<file path="config.mk">
export PLATFORM = sky130hd
export DESIGN_NAME = irq_ctl
export DESIGN_NICKNAME = d
export VERILOG_FILES = /design/src/rtl/irq_ctl_pkg.sv /design/src/rtl/ic_decode.sv /design/src/rtl/ic_src_cell.sv /design/src/rtl/ic_prio.sv /design/src/rtl/irq_ctl.sv
export SDC_FILE = /design/constraint.sdc
export NUM_CORES = 1
export LEC_CHECK = 0
export BUFFER_PORTS_ARGS = -buffer_cell sky130_fd_sc_hd__buf_2
export CAP_MARGIN = 40
export CORE_MARGIN = 8
export CORE_UTILIZATION = 42
export DETAILED_ROUTE_END_ITERATION = 8
export GPL_TIMING_DRIVEN = 0
export PLACE_DENSITY_LB_ADDON = 0.25
export SKIP_CTS_REPAIR_TIMING = 1
export SLEW_MARGIN = 20
export SYNTH_ARGS = -nofsm -noshare
export SYNTH_HDL_FRONTEND = slang
export SYNTH_SLANG_ARGS = --single-unit
</file>
<file path="constraint.sdc">
create_clock -name clk -period 2.58 [get_ports clk]
set_clock_uncertainty 0.1 [all_clocks]
set_input_delay 0.129 -clock clk [delete_from_list [all_inputs] [get_ports clk]]
set_output_delay 0.129 -clock clk [all_outputs]
set_load 0.02 [all_outputs]
</file>
<file path="src/rtl/irq_ctl_pkg.sv">
package irq_ctl_pkg;
  localparam int NSRC      = 4;
  localparam int PER_REG   = 2;
  localparam int NREG      = NSRC / PER_REG;
  localparam int DATA_W    = 8;
  localparam int ADDR_W    = 8;
  localparam int GLOB_BIT  = 0;
  localparam int EN_LSB    = 1;
  localparam int FLAG_LSB  = 4;
  localparam logic [ADDR_W-1:0] ADDR_LO = 8'h0B;
  localparam logic [ADDR_W-1:0] ADDR_HI = 8'h1E;

  typedef logic [NSRC-1:0] src_vec_t;

  function automatic logic [ADDR_W-1:0] reg_addr(input int r);
    return (r == 0) ? ADDR_LO : ADDR_HI;
  endfunction

  function automatic logic [DATA_W-1:0] live_mask(input int r);
    logic [DATA_W-1:0] m;
    m = '0;
    if (r == 0) m[GLOB_BIT] = 1'b1;
    for (int k = 0; k < PER_REG; k++) begin
      m[EN_LSB + k]   = 1'b1;
      m[FLAG_LSB + k] = 1'b1;
    end
    return m;
  endfunction
endpackage

</file>
<file path="src/rtl/ic_decode.sv">
module ic_decode
  import irq_ctl_pkg::*;
(
  input  logic              bus_we,
  input  logic [ADDR_W-1:0] bus_addr,
  output logic [NREG-1:0]   hit,
  output logic [NREG-1:0]   wr
);
  for (genvar r = 0; r < NREG; r++) begin : g_reg
    assign hit[r] = (bus_addr == reg_addr(r));
    assign wr[r]  = bus_we && hit[r];
  end
endmodule

</file>
<file path="src/rtl/ic_src_cell.sv">
module ic_src_cell (
  input  logic clk,
  input  logic rst_n,
  input  logic irq,
  input  logic sw_we,
  input  logic sw_en,
  input  logic sw_flag,
  input  logic ack_clr,
  output logic en,
  output logic flag
);
  always_ff @(posedge clk or negedge rst_n) begin
    if (!rst_n) begin
      en   <= 1'b0;
      flag <= 1'b0;
    end else begin
      if (sw_we) en <= sw_en;
      if (irq)          flag <= 1'b1;
      else if (ack_clr) flag <= 1'b0;
      else if (sw_we)   flag <= sw_flag;
    end
  end

  assert_req_latched_R2: assert property (@(posedge clk) disable iff (!rst_n)
    irq |=> flag);
  assert_req_beats_ack_R11: assert property (@(posedge clk) disable iff (!rst_n)
    (irq && ack_clr) |=> flag);
endmodule

</file>
<file path="src/rtl/ic_prio.sv">
module ic_prio #(
  parameter int N      = 4,
  parameter int VEC_W  = 8,
  parameter int STRIDE = 4
) (
  input  logic [N-1:0]     pend,
  output logic [N-1:0]     grant,
  output logic             any,
  output logic [VEC_W-1:0] vector
);
  localparam int IDX_W = (N > 1) ? $clog2(N) : 1;
  logic [IDX_W-1:0] idx;

  always_comb begin
    grant = '0;
    idx   = '0;
    any   = 1'b0;
    for (int i = 0; i < N; i++) begin
      if (pend[i] && !any) begin
        grant[i] = 1'b1;
        idx      = IDX_W'(i);
        any      = 1'b1;
      end
    end
    vector = VEC_W'((int'(idx) + 1) * STRIDE);
  end
endmodule

</file>
<file path="src/rtl/irq_ctl.sv">
module irq_ctl
  import irq_ctl_pkg::*;
#(
  parameter int VEC_W  = 8,
  parameter int STRIDE = 4
) (
  input  logic              clk,
  input  logic              rst_n,
  input  logic [NSRC-1:0]   irq_req,
  input  logic              bus_we,
  input  logic [ADDR_W-1:0] bus_addr,
  input  logic [DATA_W-1:0] bus_wdata,
  output logic [DATA_W-1:0] bus_rdata,
  input  logic              stack_full,
  output logic              take_valid,
  input  logic              take_ready,
  output logic [VEC_W-1:0]  take_vector,
  output logic              wake
);
  logic [NREG-1:0] hit, wr;
  src_vec_t en, flag, pend, grant;
  logic any_pend, glob_en, fire;
  logic [DATA_W-1:0] used_mask;
  logic unused_wdata;

  ic_decode u_dec (
    .bus_we  (bus_we),
    .bus_addr(bus_addr),
    .hit     (hit),
    .wr      (wr)
  );

  for (genvar i = 0; i < NSRC; i++) begin : g_src
    localparam int R = i / PER_REG;
    localparam int K = i % PER_REG;
    ic_src_cell u_cell (
      .clk    (clk),
      .rst_n  (rst_n),
      .irq    (irq_req[i]),
      .sw_we  (wr[R]),
      .sw_en  (bus_wdata[EN_LSB + K]),
      .sw_flag(bus_wdata[FLAG_LSB + K]),
      .ack_clr(fire && grant[i]),
      .en     (en[i]),
      .flag   (flag[i])
    );
  end

  assign pend = flag & en;

  ic_prio #(.N(NSRC), .VEC_W(VEC_W), .STRIDE(STRIDE)) u_prio (
    .pend  (pend),
    .grant (grant),
    .any   (any_pend),
    .vector(take_vector)
  );

  assign take_valid = glob_en && any_pend && !stack_full;
  assign fire       = take_valid && take_ready;
  assign wake       = any_pend;

  always_ff @(posedge clk or negedge rst_n) begin
    if (!rst_n)     glob_en <= 1'b0;
    else if (fire)  glob_en <= 1'b0;
    else if (wr[0]) glob_en <= bus_wdata[GLOB_BIT];
  end

  always_comb begin
    bus_rdata = '0;
    used_mask = '0;
    for (int r = 0; r < NREG; r++) begin
      used_mask = used_mask | live_mask(r);
      if (hit[r]) begin
        if (r == 0) bus_rdata[GLOB_BIT] = glob_en;
        for (int k = 0; k < PER_REG; k++) begin
          bus_rdata[EN_LSB + k]   = en[r*PER_REG + k];
          bus_rdata[FLAG_LSB + k] = flag[r*PER_REG + k];
        end
      end
    end
  end
  assign unused_wdata = ^(bus_wdata & ~used_mask);

  assert_no_offer_full_R6: assert property (@(posedge clk) disable iff (!rst_n)
    stack_full |-> !take_valid);
  assert_offer_needs_glob_R3: assert property (@(posedge clk) disable iff (!rst_n)
    take_valid |-> glob_en);
  assert_take_clears_glob_R5: assert property (@(posedge clk) disable iff (!rst_n)
    (take_valid && take_ready) |=> !glob_en);
  assert_offer_wakes_R7: assert property (@(posedge clk) disable iff (!rst_n)
    take_valid |-> wake);
endmodule

</file>
==> Word level (Yosys, flattened, before mapping) <==
Cells that the tools add are included.
{ "word_totals": {"register_bits": 9, "input_bits": 25, "mem_bits_rw": 0, "memories": 0, "romBits": 0, "latch_bits": 0} }
{ "classes": {"bitwise_logic": 1, "n_lt_le_gt_ge": 0, "shift": 0, "mux": 28, "n_eq_ne": 2, "multipliers": 0, "reduce_logical": 21, "div": 0, "n_addsub": 1} }
{ "op_table": {"columns": ["cell", "count"], "rows": [
  ["$mux 1", 22],
  ["$logic_and 1x1->1", 12],
  ["$reduce_bool 3->1", 4],
  ["$mux 2", 5],
  ["$eq 8x4->1 const B", 1],
  ["$eq 8x5->1 const B", 1],
  ["$and 4x4->4", 1],
  ["$logic_not 1->1", 4],
  ["$add 2x1->3 const B", 1],
  ["$mux 3", 1],
  ["$reduce_bool 2->1", 1]
]} }

==> Logic depth before layout (Yosys ltp) <==
{ "depth": {"depth_word": 17, "depth_mapped": 4} }

==> Hierarchy <==
Synthesis repeated with hierarchy kept, for this count alone.
{ "hier_totals": {"hier_cells": 75, "area_unflattened_um2": 706.9} }
{ "modules_own_cells": {"columns": ["module", "n_inst", "seq_area_each_um2", "cells_each", "area_each_um2"], "rows": [
  ["ic_src_cell", 4, 50.0, 5, 78.8],
  ["irq_ctl", 1, 25.0, 28, 190.2],
  ["ic_prio", 1, 0.0, 17, 126.4],
  ["ic_decode", 1, 0.0, 10, 75.1]
]} }

==> Least setup slack after synthesis <==
Ideal clock, no wire load.
{ "synth_path": {"kind": "reg2out", "startpoint": "register g_src[0].u_cell.en", "endpoint": "output port take_vector[3]", "arrival_time_ns": 1.539, "path_stages_with_launch": 4, "path_buffers": 0, "setup_slack_ns": 0.812, "path_cell_list": "dfrtp_1 > a222oi_1 > a31o_2 > ha_1"} }
{ "synth_via": {"elab_chain_cells": 12, "word_cells_on_any_way": 14} }
{ "synth_rtl": {"columns": ["item", "line", "rtl"], "rows": [
  ["start: declaration", "ic_src_cell.sv:9", "output logic en,"],
  ["start signal: assignment", "ic_src_cell.sv:17", "if (sw_we) en <= sw_en;"],
  ["$and 4x4->4 *", "irq_ctl.sv:49", "assign pend = flag & en;"],
  ["$mux 1 *", "ic_prio.sv:19", "if (pend[i] && !any) begin"],
  ["$logic_not 1->1", "ic_prio.sv:19", null],
  ["$logic_and 1x1->1", "ic_prio.sv:19", null],
  ["$mux 1", "ic_prio.sv:19", null],
  ["$logic_not 1->1", "ic_prio.sv:19", null],
  ["$logic_and 1x1->1", "ic_prio.sv:19", null],
  ["$mux 1", "ic_prio.sv:19", null],
  ["$logic_not 1->1", "ic_prio.sv:19", null],
  ["$logic_and 1x1->1", "ic_prio.sv:19", null],
  ["$mux 2 *", "ic_prio.sv:19", null],
  ["$add 2x1->3 *", "ic_prio.sv:25", "vector = VEC_W'((int'(idx) + 1) * STRIDE);"],
  ["end: declaration", "irq_ctl.sv:17", "output logic [VEC_W-1:0] take_vector,"]
]} }
Mark *: on every way between the ends. The rest lies on a longest branch, timed or not.

==> Worst setup path in the final report <==
Ends and elaborated chain as after synthesis.

==> results.py <==
metrics = {
    "routing": {
        "wl_um": 2180,
        "wl_per_cell_um": 15.6,
        "firstDrtPassIters": 4,
        "initialDrtViolationCount": 26,
        "ant_nets": 0,
        "avgViaCountPerCell": 5.71,
        "vias": 799,
        "route.detailed.drc": 0,
    },
    "floorplanning": {
        "coreArea_mm2": 0.00167,
        "num_rows": 15,
        "die-area_mm2": 0.00331,
        "initial_utilization": 0.434,
        "pin_count": 43,
        "fp.dieH_um": 57.5,
        "fp.dieW_um": 57.5,
    },
    "sta": {
        "fmax_mhz": 427,
        "worst_hold_slack_ns": -0.00456,
        "slew_headroom": 0.448,
        "max_slew.worst_pin.slew_ns": 0.817,
        "period_needed_ns": 2.34,
        "fin_ws_ns": 0.240,
        "finalSetupTns_ns": 0,
        "setup_viol": 0,
        "period_share": 0.907,
        "maxSlewViolCount": 0,
        "rsz0062_at_grt": "false",
        "final_hold_viol_count": 2,
    },
    "setup_path": {
        "cp_max_fo": 6,
        "critPathLaunchType": "flip-flop",
        "cpPeakStageDelay_ns": 0.77,
        "crit_slowest_cell": "a222oi_1",
        "crit_chain": "a222oi_1, a31o_2, ha_1, buf_2",
        "cp.depth": 4,
        "worstRegToRegCells": 3,
        "required_ns": 2.35,
        "end_kind": "primary output",
        "worstSetupPathType": "flip-flop to primary output",
        "cp_num_buf_inv": 1,
        "r2r-start": "g_src[0].u_cell.en$_DFFE_PN0P_",
        "cp.arrival_ns": 2.11,
        "regToRegEndpoint": "g_src[1].u_cell.flag$_DFFE_PN0P_",
        "cpLargestDelayFamily": "compound AO/OA/AOI/OAI gates",
        "reg2reg_slack_ns": 0.70,
    },
    "cts": {
        "cts-root-buf": "clkbuf_4",
        "htreeDepth": 1,
        "clock-sinks": 9,
        "numCtsBuffers": 3,
        "clk_path_buf_depth": 2,
        "clk_pin_slew_worst_paths_ns": 0.06,
        "cts_tree": "yes",
        "clk_latency_ns": 0.27,
    },
    "layout": {
        "fin_nets": 150,
        "seqCellArea_um2": 225,
        "layout-drive-gt1-share": 0.423,
        "nFillCells": 170,
        "multiInputGateArea_um2": 449,
        "area_growth_pct": 33.0,
        "diodes": 0,
    },
    "global_route": {
        "grt_pass1_wl_um": 3710,
        "antenna_found_initial": 0,
        "grt_use_total": 0.139,
        "grt-ovfl-total": 0,
        "grt_pass1_vias": 851,
        "grt_max_degree": 11,
    },
    "power_and_ir_drop": {
        "p_sw_frac": 0.346,
        "p_comb_frac": 0.306,
        "switching_power_mw": 0.141,
        "p_leak_nw": 0.482,
        "ir_worst_vdd_uv": 237,
        "internal-power_mw": 0.268,
        "p_per_area_mw_per_mm2": 425,
        "clockPowerShare": 0.289,
        "power_frac_seq": 0.405,
    },
    "status": {
        "violations": "negative hold slack",
        "outcome": "complete, but fails checks",
    },
    "place": {
        "dpl.hpwl_um": 1770,
        "globalplace.congestion": 0.810,
        "dp_slack_ns": 0.576,
        "io_buffers": 31,
    },
    "yosys": {
        "synth_compound_area_frac": 0.238,
        "yosysMostFrequentCell": "nor2_1",
        "synth_edf_count": 0,
        "muxShareOfSynthArea": 0.0622,
        "synth.avg_cell_area_um2": 9.06,
        "synth_top_area_share": 0.311,
        "synth-async-reset-ratio": 1.00,
        "yosysTopAreaCell": "dfrtp_1",
        "ys_seq_area_frac": 0.311,
        "ys_types": 31,
        "synth_top_family_by_area": "simple AND/OR/NAND/NOR gates",
        "synth_common_cells": "nor2_1, dfrtp_1, buf_4, nand2_1",
        "synth_area_um2": 724,
        "synth-simple-area-share": 0.261,
        "synth_area_leaders": "dfrtp_1, buf_4, mux2_2",
        "synthCells": 80,
        "synth_xor_area_frac": 0,
        "ys_seq_elements": 9,
        "ys.warnings.count": 0,
        "synthAdderAreaFrac": 0.0173,
        "synth_flop_cell": "dfrtp_1",
    },
    "min_path": {
        "hold_start": "bus_wdata[1]",
        "min_path_cells": 2,
        "min_to": "g_src[2].u_cell.en$_DFFE_PN0P_",
        "hold_class": "primary input to flip-flop",
    },
    "job": {
        "drv_cap": 0,
    },
}
[cell type report]
cell class | count | share of cell area
Clock buffer | 4 | 0.0273
Timing Repair Buffer | 32 | 0.171
Buffer | 10 | 0.0714
Tap cell | 17 | 0.0221
Multi-Input combinational cell | 66 | 0.466
Sequential cell | 9 | 0.234
Inverter | 2 | 0.00779
[worst max path at each step]
stage | startpoint | to
floorplan | g_src[0].u_cell.en$_DFFE_PN0P_ | take_vector[3]
global placement | g_src[0].u_cell.en$_DFFE_PN0P_ | take_vector[3]
detailed placement | g_src[0].u_cell.en$_DFFE_PN0P_ | take_vector[3]
CTS | g_src[0].u_cell.en$_DFFE_PN0P_ | take_vector[3]
global route | g_src[0].u_cell.en$_DFFE_PN0P_ | take_vector[3]
finish | g_src[0].u_cell.en$_DFFE_PN0P_ | take_vector[3]
[stage by stage]
step	std cells	hold WS [ns]	instance area, um^2	util	power [mW]
final	140	-0.00456	963	0.577	0.409
after global routing	140	0.00540	963	0.577	0.432
after CTS	139	-0.403	953	0.571	0.410
after detailed placement	135	-0.108	927	0.555	0.293
after global placement	135	-0.109	927	0.555	0.289
after floorplan	87	-0.267	751	-	0.248
[kinds of logic (layout without fill, tap and decap cells)]
| kind of cell | Yosys count | in the layout |
|---|---|---|
| other cells | 1 | 8 |
| compound gates | 21 | 21 |
| simple gates | 32 | 32 |
| mux | 4 | 4 |
| buf+inv | 12 | 48 |
| flops | 9 | 9 |
| fa+ha+maj | 1 | 1 |
[power groups by stage]
stage	combinational, mW	clock, mW	sequential, mW
floorplan	0.0842	0	0.164
global placement	0.121	0	0.168
detailed placement	0.124	0	0.169
CTS	0.124	0.119	0.166
global route	0.141	0.123	0.167
finish	0.125	0.118	0.166
[cells in the final DEF (no fill, tap or decap), types with 4 or more instances in the layout]
cell type,count
a211oi_1,4
a22oi_1,4
a311oi_1,4
buf_2,32
buf_4,8
conb_1,8
dfrtp_1,9
mux2_2,4
nand2_1,6
nor2_1,10
[per-layer routing]
metal  GRT usage  up-vias  part of all wire
met4      0.0857        0             0.024
li1            -      382                 -
met1       0.153      372              0.43
met2       0.223       40              0.46
met3      0.0493        5             0.090
met5           0        -                 0
[flip-flops by register name, summed over array words and instances, names as in the netlist]
| signal | flops |
|---|---|
| g_src.u_cell.flag | 4 |
| glob_en | 1 |
| g_src.u_cell.en | 4 |
No activity file was read; power rests on OpenSTA's default activity.
